### src/rtl/fsg_pkg.sv
package fsg_pkg;
  typedef enum logic [1:0] {
    OP_PROG  = 2'b00,
    OP_CHIP  = 2'b01,
    OP_BLOCK = 2'b10
  } fsg_op_e;

  typedef enum logic [2:0] {
    MD_IDLE = 3'd0,
    MD_BUSY = 3'd1,
    MD_SUSP = 3'd2,
    MD_PROT = 3'd3,
    MD_ERR  = 3'd4
  } fsg_mode_e;

  localparam int unsigned BYTE_W = 8;
  localparam int unsigned SB_POLL = 7;
  localparam int unsigned SB_TOG  = 6;
  localparam int unsigned SB_ERR  = 5;
  localparam int unsigned SB_TMR  = 3;
  localparam int unsigned SB_ALT  = 2;
endpackage

### src/rtl/fsg_op_latch.sv
module fsg_op_latch
  import fsg_pkg::*;
(
  input  logic              clk,
  input  logic              rst_n,
  input  logic              prog_start,
  input  logic              prot_abort,
  input  logic              prot_is_erase,
  input  logic [BYTE_W-1:0] prog_cur,
  input  logic [BYTE_W-1:0] prog_wdata,
  input  logic              fail_evt,
  input  logic              clr_cmd,
  output logic              err_q,
  output logic              pbit_q
);
  logic bad_bits;
  logic err_d;
  logic pbit_d;
  logic pbit_en;

  assign bad_bits = |(prog_wdata & ~prog_cur);
  assign pbit_en  = prog_start | (prot_abort & ~prot_is_erase);

  always_comb begin
    err_d = err_q;
    if (clr_cmd) err_d = 1'b0;
    if (fail_evt | (prog_start & bad_bits)) err_d = 1'b1;
  end

  always_comb begin
    pbit_d = pbit_q;
    if (pbit_en) pbit_d = prog_wdata[SB_POLL];
  end

  always_ff @(posedge clk or negedge rst_n) begin
    if (!rst_n) begin
      err_q  <= 1'b0;
      pbit_q <= 1'b0;
    end else begin
      err_q  <= err_d;
      pbit_q <= pbit_d;
    end
  end
endmodule

### src/rtl/fsg_prot_window.sv
module fsg_prot_window #(
  parameter int unsigned PROG_CYC  = 250,
  parameter int unsigned ERASE_CYC = 25000,
  localparam int unsigned MAX_CYC  = (ERASE_CYC > PROG_CYC) ? ERASE_CYC : PROG_CYC,
  localparam int unsigned CNT_W    = $clog2(MAX_CYC + 1)
) (
  input  logic clk,
  input  logic rst_n,
  input  logic prot_abort,
  input  logic prot_is_erase,
  output logic active,
  output logic is_erase_q
);
  logic [CNT_W-1:0] cnt_q, cnt_d;
  logic             ers_d;

  always_comb begin
    cnt_d = cnt_q;
    ers_d = is_erase_q;
    if (prot_abort) begin
      cnt_d = prot_is_erase ? CNT_W'(ERASE_CYC) : CNT_W'(PROG_CYC);
      ers_d = prot_is_erase;
    end else if (cnt_q != '0) begin
      cnt_d = cnt_q - 1'b1;
    end
  end

  always_ff @(posedge clk or negedge rst_n) begin
    if (!rst_n) begin
      cnt_q      <= '0;
      is_erase_q <= 1'b0;
    end else begin
      cnt_q      <= cnt_d;
      is_erase_q <= ers_d;
    end
  end

  assign active = (cnt_q != '0);
endmodule

### src/rtl/fsg_toggle.sv
module fsg_toggle (
  input  logic clk,
  input  logic rst_n,
  input  logic adv,
  output logic q
);
  logic d;

  always_comb begin
    d = q;
    if (adv) d = ~q;
  end

  always_ff @(posedge clk or negedge rst_n) begin
    if (!rst_n) q <= 1'b0;
    else        q <= d;
  end
endmodule

### src/rtl/fsg_mode_dec.sv
module fsg_mode_dec
  import fsg_pkg::*;
#(
  parameter int unsigned NUM_BLK = 19,
  localparam int unsigned BLK_W = (NUM_BLK > 1) ? $clog2(NUM_BLK) : 1
) (
  input  logic               err_q,
  input  logic               prot_act,
  input  logic               eng_busy,
  input  logic               eng_susp,
  input  logic [1:0]         op_kind,
  input  logic               in_erase_blk,
  input  logic [BLK_W-1:0]   rd_blk,
  input  logic [NUM_BLK-1:0] blk_fail,
  input  logic               rd_stb,
  output fsg_mode_e          mode,
  output logic               adv6,
  output logic               adv2,
  output logic               stat_sel
);
  logic blk_hit;
  logic op_erase;

  assign op_erase = (op_kind != OP_PROG);

  always_comb begin
    blk_hit = 1'b0;
    for (int i = 0; i < NUM_BLK; i++) begin
      if (rd_blk == BLK_W'(i)) blk_hit = blk_fail[i];
    end
  end

  always_comb begin
    if (err_q)                      mode = MD_ERR;
    else if (prot_act)              mode = MD_PROT;
    else if (eng_busy && !eng_susp) mode = MD_BUSY;
    else if (eng_susp)              mode = MD_SUSP;
    else                            mode = MD_IDLE;
  end

  always_comb begin
    adv6     = 1'b0;
    adv2     = 1'b0;
    stat_sel = 1'b0;
    unique case (mode)
      MD_BUSY: begin
        stat_sel = 1'b1;
        adv6     = rd_stb;
        adv2     = rd_stb & op_erase & in_erase_blk;
      end
      MD_PROT: begin
        stat_sel = 1'b1;
        adv6     = rd_stb;
      end
      MD_ERR: begin
        stat_sel = 1'b1;
        adv6     = rd_stb;
        adv2     = rd_stb & op_erase & blk_hit;
      end
      MD_SUSP: begin
        stat_sel = in_erase_blk;
        adv2     = rd_stb & in_erase_blk;
      end
      default: begin
        stat_sel = 1'b0;
      end
    endcase
  end
endmodule

### src/rtl/flash_status_gen.sv
module flash_status_gen
  import fsg_pkg::*;
#(
  parameter int unsigned NUM_BLK        = 19,
  parameter int unsigned PROT_PROG_CYC  = 250,
  parameter int unsigned PROT_ERASE_CYC = 25000,
  localparam int unsigned BLK_W = (NUM_BLK > 1) ? $clog2(NUM_BLK) : 1
) (
  input  logic               clk,
  input  logic               rst_n,
  input  logic               eng_busy,
  input  logic               eng_susp,
  input  logic [1:0]         op_kind,
  input  logic               erase_started,
  input  logic               in_erase_blk,
  input  logic [BLK_W-1:0]   rd_blk,
  input  logic [NUM_BLK-1:0] blk_fail,
  input  logic               rd_stb,
  input  logic               prog_start,
  input  logic [7:0]         prog_cur,
  input  logic [7:0]         prog_wdata,
  input  logic               prot_abort,
  input  logic               prot_is_erase,
  input  logic               fail_evt,
  input  logic               clr_cmd,
  input  logic [7:0]         array_byte,
  output logic [7:0]         rd_byte,
  output logic               stat_sel
);
  localparam int unsigned N_TOG = 2;

  logic [1:0] rst_pipe;
  logic       rst_sync_n;

  always_ff @(posedge clk or negedge rst_n) begin
    if (!rst_n) rst_pipe <= 2'b00;
    else        rst_pipe <= {rst_pipe[0], 1'b1};
  end
  assign rst_sync_n = rst_pipe[1];

  logic       err_q;
  logic       pbit_q;
  logic       prot_act;
  logic       prot_ers;
  fsg_mode_e  mode;
  logic       adv6, adv2;
  logic       tog6, tog2;
  logic [N_TOG-1:0] tog_adv, tog_q;
  logic       op_erase;
  logic [7:0] stat_byte;

  fsg_op_latch u_op (
    .clk(clk), .rst_n(rst_sync_n),
    .prog_start(prog_start), .prot_abort(prot_abort),
    .prot_is_erase(prot_is_erase),
    .prog_cur(prog_cur), .prog_wdata(prog_wdata),
    .fail_evt(fail_evt), .clr_cmd(clr_cmd),
    .err_q(err_q), .pbit_q(pbit_q)
  );

  fsg_prot_window #(.PROG_CYC(PROT_PROG_CYC), .ERASE_CYC(PROT_ERASE_CYC)) u_prot (
    .clk(clk), .rst_n(rst_sync_n),
    .prot_abort(prot_abort), .prot_is_erase(prot_is_erase),
    .active(prot_act), .is_erase_q(prot_ers)
  );

  fsg_mode_dec #(.NUM_BLK(NUM_BLK)) u_mode (
    .err_q(err_q), .prot_act(prot_act),
    .eng_busy(eng_busy), .eng_susp(eng_susp), .op_kind(op_kind),
    .in_erase_blk(in_erase_blk), .rd_blk(rd_blk), .blk_fail(blk_fail),
    .rd_stb(rd_stb),
    .mode(mode), .adv6(adv6), .adv2(adv2), .stat_sel(stat_sel)
  );

  assign tog_adv = {adv2, adv6};

  for (genvar g = 0; g < N_TOG; g++) begin : g_tog
    fsg_toggle u_t (
      .clk(clk), .rst_n(rst_sync_n),
      .adv(tog_adv[g]), .q(tog_q[g])
    );
  end

  assign tog6     = tog_q[0];
  assign tog2     = tog_q[1];
  assign op_erase = (op_kind != OP_PROG);

  always_comb begin
    stat_byte         = '0;
    stat_byte[SB_TOG] = tog6;
    unique case (mode)
      MD_BUSY: begin
        stat_byte[SB_POLL] = op_erase ? 1'b0 : ~pbit_q;
        stat_byte[SB_TMR]  = (op_kind == OP_CHIP) |
                             (op_erase & (op_kind != OP_CHIP) & erase_started);
        stat_byte[SB_ALT]  = op_erase & tog2;
      end
      MD_ERR: begin
        stat_byte[SB_POLL] = op_erase ? 1'b0 : ~pbit_q;
        stat_byte[SB_ERR]  = 1'b1;
        stat_byte[SB_TMR]  = op_erase;
        stat_byte[SB_ALT]  = op_erase & tog2;
      end
      MD_PROT: begin
        stat_byte[SB_POLL] = ~prot_ers & ~pbit_q;
        stat_byte[SB_TMR]  = prot_ers;
        stat_byte[SB_ALT]  = prot_ers & tog2;
      end
      MD_SUSP: begin
        stat_byte[SB_POLL] = 1'b1;
        stat_byte[SB_ALT]  = tog2;
      end
      default: begin
        stat_byte = '0;
      end
    endcase
  end

  assign rd_byte = stat_sel ? stat_byte : array_byte;
endmodule

### config.mk
export PLATFORM = sky130hd
export DESIGN_NAME = flash_status_gen
export DESIGN_NICKNAME = d
export VERILOG_FILES = /design/src/rtl/fsg_pkg.sv /design/src/rtl/fsg_op_latch.sv /design/src/rtl/fsg_prot_window.sv /design/src/rtl/fsg_toggle.sv /design/src/rtl/fsg_mode_dec.sv /design/src/rtl/flash_status_gen.sv
export SDC_FILE = /design/constraint.sdc
export NUM_CORES = 1
export LEC_CHECK = 0
export ABC_AREA = 1
export BUFFER_PORTS_ARGS = -buffer_cell sky130_fd_sc_hd__buf_2
export CAP_MARGIN = 40
export CORE_MARGIN = 10
export CORE_UTILIZATION = 52
export CTS_CLUSTER_DIAMETER = 30
export CTS_CLUSTER_SIZE = 12
export DETAILED_ROUTE_END_ITERATION = 10
export PLACE_DENSITY = 0.95
export RECOVER_POWER = 100
export SKIP_CTS_REPAIR_TIMING = 1
export SYNTH_ARGS = -nofsm -noshare
export SYNTH_HDL_FRONTEND = slang
export SYNTH_SLANG_ARGS = --single-unit
export TNS_END_PERCENT = 5
### constraint.sdc
create_clock -name clk -period 5.08 [get_ports clk]
set_input_delay 0 -clock clk [delete_from_list [all_inputs] [get_ports clk]]
set_output_delay 0 -clock clk [all_outputs]
set_load 0.005 [all_outputs]
==> flow_summary_export.csv, run 1 <==
group,metric,value,unit
status,status,"finished clean",
power_and_ir_drop,p_sw_share,29.79,%
timing,hold_viol,0,
placed_design,hpwl,4298,um
timing,fmax,0.3431,GHz
synthesis,avgSynthCellArea,6.689,sq um
power_and_ir_drop,p_sw,0.1409,mW
die,dieWidth,77.83,um
global_route,grt_remaining_overflow,0,
routing,drt_iter0_drc,158,
placed_design,port_buffers,70,
synthesis,synth_edf_count,0,
timing,worst_pin_slew,806.9,ps
die,ioPinCount,71,
final_layout,final_cells,386,
timing,fin_worst_skew,5.207,ps
synthesis,synth-compound-area-share,14.68,%
synthesis,synth_top_family_by_area,"simple AND/OR/NAND/NOR gates",
final_layout,final_layout_size_suffix_gt1_share,26.32,%
synthesis,synth_cells,260,
routing,via_per_inst,5.176,
global_route,grt_usage,16.21,%
synthesis,synth_area,0.001739,sq mm
power_and_ir_drop,power.density,211.1,mW/mm^2
die,die_area,0.006058,sq mm
clocking,cts.clk_slew.worst_paths,140,ps
timing,setup_tns,0,ps
power_and_ir_drop,finalPower,0.4730,mW
clocking,cts_inserted_buffers,3,
global_route,grt_max_degree,21,
final_layout,antenna_cells,0,
timing,holdWs,37.51,ps
clocking,cts_max_level,1,
die,rows,20,
synthesis,synth_top_area_share,31.65,%
power_and_ir_drop,pwr-share-seq,44.7,%
power_and_ir_drop,combPwrFrac,25.7,%
power_and_ir_drop,clock_power_share,29.6,%
synthesis,synth_async_sr_flop_share,100.0,%
run,drv_cap,0,
critical_path,end_kind,"primary output",
power_and_ir_drop,peakVddDrop,0.1802,mV
synthesis,muxShareOfSynthArea,0.8633,%
critical_path,start_kind,"flip-flop",
clocking,cts_sinks,22,
synthesis,seq_area_frac_synth,31.65,%
power_and_ir_drop,leakage,1.220,nW
clocking,clock_latency,320,ps
synthesis,synth_common_cells,"59 x inv_1, 49 x nand2_1, 29 x nor2_1, 22 x dfrtp_1, 14 x o21ai_0",
global_route,antenna_found_initial,0,
power_and_ir_drop,intPower,0.3321,mW
timing,finalCritPeriodShare,57.37,%
final_layout,final_util,71.64,%
synthesis,synth_fa_ha_area_share,0.7194,%
timing,fin_crit,2914,ps
critical_path,path_common_cell,"nor2_1",
synthesis,synth_cell_types,40,
clocking,clockBufferDepth,2,
timing,grt_setup_unrepaired,"no",
critical_path,path_cells,"inv_1 -> ha_1 -> nand2_1 -> nor2_1 -> nand4_2 -> nor2_1 -> inv_1 -> nor2_1 -> nand3_1 -> mux2_1 -> buf_2",
synthesis,synth_fp_nets,323,
synthesis,yosys.area_share.simple,34.32,%
placed_design,gp_routability_congestion,0.8942,
critical_path,critPathSlowestCell,"mux2_1",
min_path,hold_class,"input pin to flip-flop",
synthesis,synth_ff_type,"dfrtp_1",
timing,setup_viol,0,
die,floorplan.initialDensity,55.60,%
routing,firstDrtPassIters,4,
critical_path,cpPeakStageDelay,410,ps
synthesis,yosysWarnings,0,
timing,slew_headroom,46.20,%
clocking,cts-root-buf,"clkbuf_4",
routing,routedWlPerCell,13.78,um
routing,drcViolationCount,0,
critical_path,arrival,2910,ps
die,coreArea,0.003128,sq mm
timing,drv_slew,0,
clocking,cts_tree,"built",
global_route,grt_pass1_wl,8397,um
routing,ant_nets,0,
die,die_h,77.83,um
synthesis,synth_xor_area_share,3.525,%
synthesis,synth.area.top_cells,"dfrtp_1 32%, inv_1 13%, nand2_1 11%",
final_layout,final_nets,406,
final_layout,area_growth,28.85,%
critical_path,worstPathRequired,5080,ps
placed_design,placed_cells,373,
synthesis,ys_seq_elements,22,
global_route,grt_pass1_vias,1926,
critical_path,critPathKind,"flip-flop to primary output",
routing,wl,5319,um
synthesis,synth_area_leader_cell,"dfrtp_1",
critical_path,worst-path-max-fanout,10,
routing,vias,1998,
synthesis,yosysMostFrequentCell,"inv_1",
[power by group through the flow]
| stage | sequential [mW] | combinational (mW) | clock, mW |
|---|---|---|---|
| 2_1_floorplan | 0.210 | 0.0705 | 0 |
| 3_3_place_gp | 0.214 | 0.115 | 0 |
| 3_5_place_dp | 0.215 | 0.119 | 0 |
| 4_1_cts | 0.212 | 0.120 | 0.138 |
| 5_1_grt | 0.214 | 0.137 | 0.148 |
| 6_report | 0.212 | 0.122 | 0.140 |
[sequential cells by signal, summed over array words and instances, names as in the netlist]
signal / count
u_prot.cnt_q: 15
g_tog.u_t.q: 2
u_op.err_q: 1
u_prot.is_erase_q: 1
rst_pipe: 2
u_op.pbit_q: 1
[final timing paths]
check                                             from                           to  slack, ps  cells after the start
setup / recovery           u_prot.cnt_q[0]$_DFFE_PN0P_                   rd_byte[6]       2170                     11
hold / removal                            in_erase_blk   g_tog[1].u_t.q$_DFFE_PN0P_         40                      4
setup reg to reg           u_prot.cnt_q[0]$_DFFE_PN0P_   g_tog[1].u_t.q$_DFFE_PN0P_       2540                     15
hold reg to reg                  rst_pipe[1]$_DFF_PN0_  u_prot.cnt_q[0]$_DFFE_PN0P_        340                      0
max in group asynchronous        rst_pipe[1]$_DFF_PN0_  u_prot.cnt_q[3]$_DFFE_PN0P_       4240                      0
min in group asynchronous        rst_pipe[1]$_DFF_PN0_  u_prot.cnt_q[0]$_DFFE_PN0P_        340                      0
[cell families (layout without fill, tap and decap cells)]
logic type	after synthesis	in the layout
multiplexers	1	1
XOR/XNOR	7	7
other	1	1
AND/OR/NAND/NOR	123	123
adder cells (fa/ha/maj)	1	1
AO/OA/AOI/OAI	40	40
buffers and inverters	65	147
flip-flops	22	22
[placed cells by master, fill, tap and decap left out, types with 3 or more instances in the layout]
master         instances
dfrtp_1               22
a21oi_1                4
o21ai_1                3
nor2_2                 5
dlygate4sd3_1          9
inv_1                 60
a31o_2                 3
o22ai_1                4
clkbuf_1               5
xor2_1                 3
nand3_1               14
xnor2_1                4
nand2_1               50
nor3_1                 6
clkbuf_4               3
nor3_2                 4
nand4_1                3
nand2_2                3
buf_2                 65
nor2_1                32
o21ai_0               15
[per-stage QoR]
step	cell area [sq um]	setup WS (ps)
after floorplan	1739	3204
after global placement	2141	3085
after detailed placement	2141	2943
after global routing	2241	1986
after CTS	2193	2563
final	2241	2166
[metal layers]
metal | track usage (%) | vias up | wire length, um
met1 | 17.99 | 887 | 2128
met4 | 4.380 | 0 | 109
li1 | - | 988 | -
met3 | 5.069 | 15 | 466
met2 | 29.02 | 108 | 2614
met5 | 0 | - | 0
[final cells by class]
type | count | area [sq um]
multi-input cells | 173 | 908.4
inverters | 64 | 240.2
well taps | 44 | 55.05
flip-flops and latches | 22 | 550.5
clock inverters | 1 | 30.03
clock buffers | 3 | 22.52
repair buffers | 79 | 434.2
fillers | 254 | 887.1
[worst max-delay path: cells and delay by family (launching register included)]
| family | cells | cell delay [ps] |
|---|---|---|
| flip-flops | 1 | 400 |
| buffers and inverters | 3 | 340 |
| multiplexers | 1 | 410 |
| adder cells (fa/ha/maj) | 1 | 240 |
| AND/OR/NAND/NOR | 6 | 1200 |
Power figures use the tool's default switching activity.
==> inputs of run 2 (changes only) <==
ABC_AREA = 0   (was 1)
CORE_UTILIZATION = 48   (was 52)
PLACE_DENSITY = 0.9   (was 0.95)
clock period = 2.8 ns   (was 5.08 ns; I/O delays follow)
==> run 2 against run 1 <==
Effect of this change: final area fell by 5.0%; first-iteration DRC count is 40% lower; die area increased by 3.5%; core utilization decreased by 8.3 points; register-to-register slack worse by 2000 ps; flip-flop and latch count unchanged; critical path depth down 3; highest routed layer unchanged; critical endpoint is now rd_byte[2]; the flow now finishes with violations (hold timing); sequential share of layout area rose by 1.3 points; wire length fell by 12%.
==> flow_summary_export.csv, run 2 <==
group,metric,value,unit
routing,vias,1710,
clocking,cts-root-buf,"clkbuf_4",
synthesis,synth.area.top_cells,"dfrtp_1 33%, inv_1 3.8%, xnor2_1 3.6%",
placed_design,hpwl,3829,um
final_layout,final_cell_area,0.002130,sq mm
critical_path,start_kind,"flip-flop",
clocking,cts_sinks,22,
die,rows,21,
die,coreArea,0.003363,sq mm
final_layout,largest_reg_flops,15,
placed_design,port_buffers,70,
global_route,grt_pass1_wl,7445,um
synthesis,synth_area,0.001680,sq mm
synthesis,synth_top_area_share,32.76,%
synthesis,yosysMostFrequentCell,"dfrtp_1",
clocking,cts.clk_slew.worst_paths,120,ps
min_path,whs_endpoint,"u_op.err_q$_DFFE_PN0P_",
synthesis,synth_ff_type,"dfrtp_1",
min_path,hold_class,"input pin to flip-flop",
synthesis,synth_edf_count,0,
synthesis,yosysWarnings,0,
synthesis,synth_fp_nets,258,
synthesis,synth_cell_types,55,
die,die_h,79.17,um
clocking,clock_latency,310,ps
routing,routedWlPerCell,14.90,um
critical_path,critPathKind,"flip-flop to primary output",
routing,firstDrtPassIters,4,
power_and_ir_drop,leakage,0.9829,nW
global_route,grt_pass1_vias,1678,
global_route,grt_remaining_overflow,0,
status,violations,"hold timing",
clocking,clockBufferDepth,2,
status,status,"finished with violations",
final_layout,reg_top3,"u_prot.cnt_q (15), g_tog.u_t.q (2), rst_pipe (2)",
synthesis,seq_area_frac_synth,32.76,%
synthesis,synth_async_sr_flop_share,100.0,%
timing,holdWs,-28.73,ps
die,ioPinCount,71,
die,floorplan.initialDensity,49.96,%
synthesis,synth_cells,195,
critical_path,end_kind,"primary output",
timing,fmax,0.3957,GHz
power_and_ir_drop,peakVddDrop,0.2590,mV
timing,setup_viol,0,
placed_design,placed_cell_area,0.002068,sq mm
critical_path,arrival,2530,ps
final_layout,final_layout_size_suffix_gt1_share,30.71,%
synthesis,avgSynthCellArea,8.617,sq um
final_layout,area_growth,26.73,%
timing,grt_setup_unrepaired,"no",
die,dieWidth,79.17,um
placed_design,pre_cts_ws,570.3,ps
min_path,min_from,"clr_cmd",
power_and_ir_drop,power.density,369.5,mW/mm^2
synthesis,synth_area_leader_cell,"dfrtp_1",
global_route,grt_max_degree,21,
timing,fin_crit,2527,ps
timing,hold_viol,1,
die,die_area,0.006267,sq mm
timing,worst_pin_slew,776.1,ps
critical_path,worstPathRequired,2800,ps
clocking,cts_inserted_buffers,3,
critical_path,worst-path-max-fanout,9,
routing,drcViolationCount,0,
critical_path,worstRegToRegCells,8,
routing,wl,4663,um
routing,drt_iter0_drc,95,
synthesis,ys_seq_elements,22,
timing,slew_headroom,48.26,%
routing,via_per_inst,5.463,
final_layout,final_cell_mix,"65 x buf_2, 22 x dfrtp_1, 17 x inv_1",
timing,drv_slew,0,
run,drv_cap,0,
clocking,cts_tree,"built",
final_layout,top_register,"u_prot.cnt_q",
global_route,antenna_found_initial,0,
timing,fin_worst_skew,0.9902,ps
placed_design,gp_routability_congestion,0.8491,
min_path,min_delay_path_depth,4,
clocking,cts_max_level,1,
final_layout,final_nets,331,
global_route,grt_usage,14.26,%
critical_path,r2r-start,"u_prot.cnt_q[0]$_DFFE_PN0P_",
timing,finalCritPeriodShare,90.26,%
critical_path,r2r_end,"g_tog[1].u_t.q$_DFFE_PN0P_",
timing,setup_tns,0,ps
routing,ant_nets,0,
final_layout,antenna_cells,0,
critical_path,reg2reg_setup_slack,550,ps
synthesis,synth_common_cells,"22 x dfrtp_1, 17 x inv_1, 15 x nor2_1, 14 x nand2_1, 11 x o21ai_0",
final_layout,final_common_cell,"buf_2",
timing,worst_slack,272.8,ps
==> run 2: cell count changes in the layout (fill, tap and decap cells not counted), moves of 5 or more <==
cell / previous run / this run
dlygate4sd3_1: 9 / 4
nand3_1: 14 / 6
nand2_1: 50 / 14
nor2_1: 32 / 15
mux2i_1: 0 / 5
nor2_2: 5 / 0
nor3b_1: 0 / 5
inv_1: 60 / 17
nand3b_1: 0 / 5
==> run 2: cell families (layout without fill, tap and decap cells) <==
kind of cell	after synthesis	count (layout)	synth area share (%)
adders and majority gates	1	1	0.7445
other	1	1	0.2232
muxes	8	8	4.989
AOI/OAI and AO/OA	45	45	19.43
buffers and inverters	24	96	5.435
xor gates and xnor gates	14	14	7.297
and+or+nand+nor	80	80	29.11
DFF	22	22	32.76
==> run 2: critical path, cell delays in order (launching register included) <==
cell	delay, ps
dfrtp_1	430
inv_1	70
ha_1	180
nor4b_4	280
nand3_1	180
a2111oi_4	540
mux2i_1	180
a211oi_2	200
buf_2	140
==> run 2: how the worst max path moves through the flow <==
stage	from	end	slack, ps	cells after the start
finish	u_prot.cnt_q[0]$_DFFE_PN0P_	rd_byte[2]	270	8
global placement	u_prot.cnt_q[0]$_DFFE_PN0P_	g_tog[1].u_t.q$_DFFE_PN0P_	680	8
floorplan	u_prot.cnt_q[0]$_DFFE_PN0P_	g_tog[1].u_t.q$_DFFE_PN0P_	790	8
global route	u_prot.cnt_q[0]$_DFFE_PN0P_	rd_byte[2]	40	8
detailed placement	u_prot.cnt_q[0]$_DFFE_PN0P_	g_tog[1].u_t.q$_DFFE_PN0P_	570	8
CTS	u_prot.cnt_q[0]$_DFFE_PN0P_	rd_byte[2]	280	8
==> run 2: per-stage QoR <==
stage	util, %	instances	total power, mW
6_report	63.32	313	0.7868
4_1_cts	62.57	309	0.7924
2_1_floorplan	-	195	0.5197
5_1_grt	63.32	313	0.8375
3_3_place_gp	61.50	305	0.6073
3_5_place_dp	61.50	305	0.6170
==> run 2: cell type report <==
| class | count | area, sq um |
|---|---|---|
| clock buffer | 4 | 36.28 |
| fill | 295 | 1234 |
| inverter | 17 | 63.81 |
| multi-input combinational | 149 | 1033 |
| sequential | 22 | 550.5 |
| tap | 46 | 57.56 |
| timing repair buffer | 75 | 387.9 |
==> run 2: per-layer routing <==
layer,track usage [%],part of all wire (%),vias up
met5,0,0,-
met4,4.301,1.1,0
li1,-,-,842
met1,15.12,39,800
met3,4.167,8.5,7
met2,26.43,51,61
==> run 2: report_power, final <==
part           internal (mW)  total (mW)  switching [mW]
clock network         0.0795       0.174          0.0944
logic                  0.116       0.212          0.0966
registers              0.352       0.401          0.0485
total                  0.547       0.787           0.239
